### config.mk
export PLATFORM = sky130hd
export DESIGN_NAME = spi_blk_master
export DESIGN_NICKNAME = d
export VERILOG_FILES = /design/src/rtl/spi_blk_master.sv
export SDC_FILE = /design/constraint.sdc
export NUM_CORES = 1
export LEC_CHECK = 0
export ABC_CLOCK_PERIOD_IN_PS = 9300
export BUFFER_PORTS_ARGS = -buffer_cell sky130_fd_sc_hd__buf_2
export CELL_PAD_IN_SITES_DETAIL_PLACEMENT = 1
export CELL_PAD_IN_SITES_GLOBAL_PLACEMENT = 2
export CORE_MARGIN = 5
export CORE_UTILIZATION = 47
export CTS_BUF_LIST = sky130_fd_sc_hd__clkbuf_8
export DETAILED_ROUTE_END_ITERATION = 10
export PLACE_DENSITY_LB_ADDON = 0.25
export SETUP_SLACK_MARGIN = 0.02
export SYNTH_ARGS = -nofsm -noshare
export SYNTH_HDL_FRONTEND = slang
export SYNTH_SLANG_ARGS = --single-unit
### constraint.sdc
create_clock -name clk -period 9.3 [get_ports clk]
set_clock_uncertainty 0.2 [all_clocks]
set_input_delay 0.93 -clock clk [delete_from_list [all_inputs] [get_ports clk]]
set_output_delay 0.93 -clock clk [all_outputs]
set_load 0.1 [all_outputs]
### src/rtl/spi_blk_master.sv
module spi_blk_master #(
  parameter int DEPTH  = 4,
  parameter int LEN_W  = 21,
  parameter int RATE_W = 3
) (
  input  logic        clk,
  input  logic        rst_n,
  input  logic        bus_we,
  input  logic        bus_re,
  input  logic [2:0]  bus_addr,
  input  logic [31:0] bus_wdata,
  output logic [31:0] bus_rdata,
  output logic        spi_sck,
  output logic        spi_mosi,
  input  logic        spi_miso,
  output logic        spi_cs_n
);
  localparam int PTR_W = $clog2(DEPTH);
  localparam int CNT_W = $clog2(DEPTH + 1);
  localparam int DIV_W = (1 << RATE_W) - 1;
  localparam logic [2:0] A_CTRL = 3'd0, A_SEL = 3'd1, A_LEN = 3'd2, A_FIFO = 3'd3, A_STAT = 3'd4;

  logic [RATE_W-1:0] rate;
  logic              dir, busy, sel, drop_pend;
  logic [LEN_W-1:0]  len_q, left;
  logic [1:0]        bidx;
  logic [31:0]       mem [DEPTH];
  logic [PTR_W-1:0]  wp, rp;
  logic [CNT_W-1:0]  fill;
  logic              active;
  logic [3:0]        phase;
  logic [DIV_W-1:0]  div, half_m1;
  logic [7:0]        txs, rxs;
  logic [31:0]       pack, ctrl_view;

  wire full       = fill == CNT_W'(DEPTH);
  wire empty      = fill == '0;
  wire [31:0] head = mem[rp];
  wire [7:0] head_byte = head[8*bidx +: 8];
  wire last_byte  = left == LEN_W'(1);
  wire word_end   = (bidx == 2'd3) || last_byte;
  assign half_m1  = (DIV_W'(1) << rate) - DIV_W'(1);
  wire tick       = div == half_m1;
  wire byte_done  = active && tick && (phase == 4'd15);
  wire launch     = busy && !active && (dir ? !empty : !full);

  wire [31:0] packed_word = pack | ({24'd0, rxs} << (8*bidx));
  wire bus_push = bus_we && bus_addr == A_FIFO && !full && !(busy && !dir);
  wire bus_pop  = bus_re && bus_addr == A_FIFO && !empty && !(busy && dir);
  wire eng_push = byte_done && !dir && word_end;
  wire eng_pop  = byte_done && dir && word_end;
  wire push = bus_push || eng_push;
  wire pop  = bus_pop || eng_pop;
  wire [31:0] push_data = eng_push ? packed_word : bus_wdata;

  always_ff @(posedge clk)
    if (push) mem[wp] <= push_data;

  always_ff @(posedge clk or negedge rst_n)
    if (!rst_n) begin
      wp <= '0; rp <= '0; fill <= '0;
    end else begin
      if (push) wp <= wp + PTR_W'(1);
      if (pop)  rp <= rp + PTR_W'(1);
      fill <= fill + CNT_W'(push) - CNT_W'(pop);
    end

  always_ff @(posedge clk or negedge rst_n)
    if (!rst_n) begin
      rate <= '0; dir <= 1'b0; busy <= 1'b0; sel <= 1'b0; drop_pend <= 1'b0;
      len_q <= '0; left <= '0; bidx <= '0; pack <= '0;
      active <= 1'b0; phase <= '0; div <= '0; txs <= 8'hFF; rxs <= '0; spi_sck <= 1'b0;
    end else begin
      if (launch) begin
        active <= 1'b1;
        phase  <= '0;
        div    <= '0;
        txs    <= dir ? head_byte : 8'hFF;
      end else if (active) begin
        if (!tick) div <= div + DIV_W'(1);
        else begin
          div   <= '0;
          phase <= phase + 4'd1;
          if (!phase[0]) begin
            spi_sck <= 1'b1;
            rxs     <= {rxs[6:0], spi_miso};
          end else begin
            spi_sck <= 1'b0;
            txs     <= {txs[6:0], 1'b1};
          end
          if (phase == 4'd15) begin
            active <= 1'b0;
            left   <= left - LEN_W'(1);
            bidx   <= bidx + 2'd1;
            if (!dir) pack <= word_end ? 32'd0 : packed_word;
            if (last_byte) begin
              busy <= 1'b0;
              if (drop_pend) begin
                sel <= 1'b0;
                drop_pend <= 1'b0;
              end
            end
          end
        end
      end

      if (bus_we && bus_addr == A_CTRL && !busy) begin
        rate <= bus_wdata[RATE_W-1:0];
        dir  <= bus_wdata[4];
        if (bus_wdata[7] && len_q != '0) begin
          busy <= 1'b1;
          left <= len_q;
          bidx <= '0;
          pack <= '0;
        end
      end
      if (bus_we && bus_addr == A_LEN && !busy)
        len_q <= bus_wdata[LEN_W-1:0];
      if (bus_we && bus_addr == A_SEL) begin
        if (bus_wdata[0]) begin
          sel <= 1'b1;
          drop_pend <= 1'b0;
        end else if (busy && !(byte_done && last_byte)) drop_pend <= 1'b1;
        else sel <= 1'b0;
      end
    end

  assign spi_mosi = dir ? txs[7] : 1'b1;
  assign spi_cs_n = ~sel;

  always_comb begin
    ctrl_view = '0;
    ctrl_view[RATE_W-1:0] = rate;
    ctrl_view[4] = dir;
    ctrl_view[7] = busy;
  end

  always_comb
    case (bus_addr)
      A_CTRL:  bus_rdata = ctrl_view;
      A_SEL:   bus_rdata = {31'd0, sel};
      A_LEN:   bus_rdata = 32'(len_q);
      A_FIFO:  bus_rdata = empty ? 32'd0 : head;
      A_STAT:  bus_rdata = {30'd0, empty, full};
      default: bus_rdata = 32'd0;
    endcase
endmodule

## Word-level counts from Yosys, hierarchy flattened

Memory sizes are Yosys's and may differ from the RTL's.
Index checks and enable logic that the tools add are counted.

- Register bits after elaboration: 119
- Output and inout bits: 35
- Bits in writable memories: 128
- Memories: 1

- Bitwise operators: 4
- Reduce and logical (&&, ||, !) cells: 45
- Shift-type cells: 3
- Equal/unequal tests: 9
- Mux-type cells: 67
- Add/sub/neg operators: 9

Memory list:

| memory | words | width | read ports | clocked after Yosys merged registers in | wr ports | RTL line | text |
|---|---|---|---|---|---|---|---|
| mem | 4 | 32 | 1 | 0 | 1 | 27 | `logic [31:0] mem [DEPTH];` |

Operator list:

| operator | count |
|---|---|
| $mux W32 | 10 |
| $pmux W32 S5 | 1 |
| $mux W21 | 6 |
| $mux W8 | 5 |
| $mux W1 | 33 |
| $or A32 B32 Y32 | 1 |
| $shiftx A32 B6 Y8 | 1 |
| $shl A8 B5 Y32 | 1 |
| $logic_and A1 B1 Y1 | 24 |
| $eq A21 B1 Y1 const B | 1 |
| $mux W7 | 3 |
| $reduce_bool A21 Y1 | 1 |
| $sub A21 B1 Y21 const B | 1 |
| $mux W2 | 6 |
| $mux W4 | 3 |
| $logic_not A1 Y1 | 8 |
| $add A7 B1 Y7 const B | 1 |
| $eq A7 B7 Y1 | 1 |
| $shl A1 B3 Y7 const A | 1 |
| $sub A7 B2 Y7 const B | 1 |
| $add A2 B1 Y2 const B | 3 |
| $eq A3 B2 Y1 const B | 2 |
| $eq A3 B3 Y1 const B | 2 |
| $logic_not A3 Y1 | 2 |
| other kinds (12) | 19 |

## Logic depth before layout (Yosys ltp)

- Word-level depth: 11
- Mapped depth: 14
- Gate-level depth less buffers: 12

## Worst setup path before layout

Ideal clock, no wire load.

- Kind: in2out
- From: input bus_addr[2]
- To: output bus_rdata[1]
- Slack: 4664 ps
- Data required time: 8170 ps
- Arrival time: 3506 ps
- Cell stages on the path: 5
- Path buffers: 1
- Cell sequence: clkbuf_1 > mux2i_1 > nor2_1 > a31oi_1 > o21ai_0

- Longest elaborated chain between the ends: 2

RTL lines:

| what | RTL line | text |
|---|---|---|
| start: declaration | 10 | `input logic [2:0] bus_addr,` |
| $eq A3 B3 Y1 (tied with other cells) | 139 | `case (bus_addr)` |
| $pmux W32 S5 * | 139 |  |
| end: declaration | 12 | `output logic [31:0] bus_rdata,` |

Mark *: on every way between the ends. The rest lies on a longest branch, timed or not.

## Worst setup path in the final report

- From: register rate[2]
- To: memory mem[1][14] (enable)

- Longest elaborated chain between the ends: 10

RTL lines:

| what | RTL line | text |
|---|---|---|
| start: declaration | 23 | `logic [RATE_W-1:0] rate;` |
| start signal: assignment | 108 | `rate <= bus_wdata[RATE_W-1:0];` |
| $shl A1 B3 Y7 | 42 | `assign half_m1 = (DIV_W'(1) << rate) - DIV_W'(1);` |
| $sub A7 B2 Y7 | 42 |  |
| $eq A7 B7 Y1 | 43 | `wire tick = div == half_m1;` |
| $logic_and A1 B1 Y1 (2 in a row) | 44 | `wire byte_done = active && tick && (phase == 4'd15);` |
| $logic_and A1 B1 Y1 (2 in a row) | 50 | `wire eng_push = byte_done && !dir && word_end;` |
| $logic_or A1 B1 Y1 | 52 | `wire push = bus_push \|\| eng_push;` |
| $mux W1 | 57 | `if (push) mem[wp] <= push_data;` |
| $mux W1 (implied by the code) | 57 |  |
| end: declaration | 27 |  |

No other way between the ends.

==> results.py <==
metrics = {
    "timing": {
        "rsz0062_at_grt": "no",
        "whs_ns": 0.278,
        "finalCritPeriodShare_pct": 47.3,
        "max_slew.worst_pin.slew_ns": 1.16,
        "slew_headroom_pct": 22.3,
        "drv_slew": 0,
        "hold_violations": 0,
        "setup_viol": 0,
        "finalSetupTns_ns": 0,
        "layout_min_cycle_time_ns": 4.40,
        "max_freq_ghz": 0.227,
    },
    "hold_path": {
        "min_to": "spi_sck",
        "hp-start": "spi_sck",
        "min_path_type": "register to register",
        "hold-path-cell-count": 1,
    },
    "place": {
        "finalWeightedCongestion": 0.822,
        "io_buffer_count": 74,
        "hpwl_um": 23500,
        "dp_cells": 1266,
    },
    "clock_tree": {
        "cts_sinks": 247,
        "cts_hold_buf": 0,
        "cts_root_buf": "clkbuf_8",
        "clockBufferDepth": 3,
        "cts_buffers": 44,
        "cts_resized": 0,
        "path_clk_slew_ns": 0.07,
        "worstSkewPairLatency_ns": 0.55,
        "postCtsSetupRepairBufs": 0,
        "htreeDepth": 2,
        "cts_tree": "built",
    },
    "global_routing": {
        "antenna_found_initial": 0,
        "overflow": 0,
        "grt_start_max_net_pins": 67,
        "grt_pass1_vias": 8500,
        "grt_pass1_wl_um": 52600,
        "track_usage_pct": 24.4,
    },
    "pwr": {
        "ir_drop_mv": 0.114,
        "power.leakage_nw": 5.32,
        "power_per_cell_area_nw_per_um2": 248,
        "design_power_total_w": 0.00326,
    },
    "yosys": {
        "synth_area_leaders": "edfxtp_1 33%, dfrtp_1 24%, mux4_2 7.8%",
        "syn_avg_cell_area_um2": 12.7,
        "yosysTopAreaCell": "edfxtp_1",
        "post_synth_instance_area_um2": 11600,
        "async_reset_ff_share_pct": 48.2,
        "synth_top_area_share_pct": 33.2,
        "synth.distinct_cells": 62,
        "synth_edf_count": 128,
        "netlist_instances": 913,
        "ys_seq_area_share_pct": 59.0,
        "synth_warnings": 0,
        "ys.flop_type": "edfxtp_1",
        "syn-num-nets": 965,
        "ys_seq_elements": 247,
    },
    "layout": {
        "num-fill-cells": 2485,
        "multi_input_area_um2": 4490,
        "final_core_util_pct": 53.9,
        "antennaDiodeCount": 0,
        "final_nets": 1040,
        "drive_gt1_share_pct": 25.7,
        "final_cell_mix": "128 x edfxtp_1, 109 x dfrtp_1, 73 x buf_2",
        "syn_to_final_growth_pct": 13.2,
        "layout.cells.non_filler": 1347,
        "ff_latch_area_um2": 6830,
        "final_common_cell": "edfxtp_1",
    },
    "floorplanning": {
        "core-area_um2": 24300,
        "io_pins": 75,
        "rows": 57,
        "die_h_um": 167,
        "die_area_um2": 27900,
        "die_w_um": 167,
        "start_util_pct": 47.6,
    },
    "setup_path": {
        "r2r_setup_slack_ns": 4.90,
        "arrival_ns": 4.35,
        "r2r_start": "rate[2]",
        "r2r-end": "mem[1][14]",
        "start_kind": "register",
        "ff2ff_path_depth": 6,
        "cp-end-kind": "register",
        "criticalPathCategory": "register to register",
        "crit_start": "rate[2]",
        "worstPathRequired_ns": 9.25,
        "cp_max_fo": 66,
    },
    "route": {
        "vias": 8086,
        "wl_um": 34000,
        "wl_per_cell_um": 25.2,
        "drtIter0Drc": 683,
        "viasPerCell": 6.00,
        "drc_errors": 0,
        "ant_nets": 0,
        "first_pass_iters": 5,
    },
    "status": {
        "status": "completed",
    },
    "flow_run": {
        "drv_cap": 0,
    },
}
## worst max path at each step
stage                              end  slack, ns  cells past startpoint
final                       mem[1][14]       4.90                      6
after global routing           fill[2]       4.66                     11
after CTS                 bus_rdata[2]       4.83                      5
after detailed placement       fill[2]       4.91                     11
after global placement         fill[2]       5.01                     11
after floorplan           bus_rdata[1]       4.66                      5
## critical path, cell delays in order (launching register included)
cell      delay, ns
dfrtp_1        0.50
or3_1          0.44
o22ai_1        0.26
o221ai_2       0.35
or4b_4         0.94
and2_4         0.36
nor2b_4        0.90
## final cells by class
type	instances	area share (%)
multi-input cells	588	34.2
well taps	324	3.09
flip-flops and latches	247	52.1
repair buffers	88	3.64
clock inverters	29	0.935
inverters	19	0.544
clock buffers	52	5.46
## per-layer routing
metal / up-vias / share of wire, % / track usage [%]
met5: - / 0 / 0
met4: 0 / 2.1 / 6.47
met3: 54 / 5.5 / 4.46
met2: 227 / 49 / 39.3
met1: 4200 / 44 / 34.4
li1: 3605 / - / -
## power by group
group / internal, W / switching (W) / total [W] / leakage [nW]
Clock: 0.000508 / 0.000449 / 0.000957 / 0.505
Combinational: 0.000357 / 0.000549 / 0.000906 / 2.19
Sequential: 0.00123 / 0.000161 / 0.00140 / 2.63
Total: 0.00210 / 0.00116 / 0.00326 / 5.32
## cells by family after synthesis
kind of cell / Yosys count / synth area share [%]
xor+xnor: 22 / 1.66
flops: 247 / 59.0
simple gates: 264 / 11.8
buf+inv: 78 / 2.73
fa+ha+maj: 12 / 1.36
mux: 95 / 13.1
compound gates: 195 / 10.5
## registers in the layout (all words and copies together) (netlist names), 2 cells and up
| signal | count |
|---|---|
| mem | 128 |
| left | 21 |
| bidx | 2 |
| rate | 3 |
| rxs | 8 |
| txs | 8 |
| wp | 2 |
| div | 7 |
| phase | 4 |
| rp | 2 |
| pack | 32 |
| fill | 3 |
| len_q | 21 |
## stage by stage
step / worst slack (ns) / area (um2)
global placement: 5.01 / 12300
detailed placement: 4.91 / 12300
floorplan: 4.66 / 11600
CTS: 4.83 / 13100
global route: 4.66 / 13100
finish: 4.90 / 13100
## Yosys cell counts (all sizes together), types with 16 or more instances
master  instances
nor2           67
and2           19
mux4           40
nand3          16
a21oi          46
a22o           17
clkbuf         44
nand2          69
a31oi          42
mux2           46
dfrtp         111
edfxtp        128
nor2b          19
inv            19
o21ai          52
No activity file was read; power rests on OpenSTA's default activity.
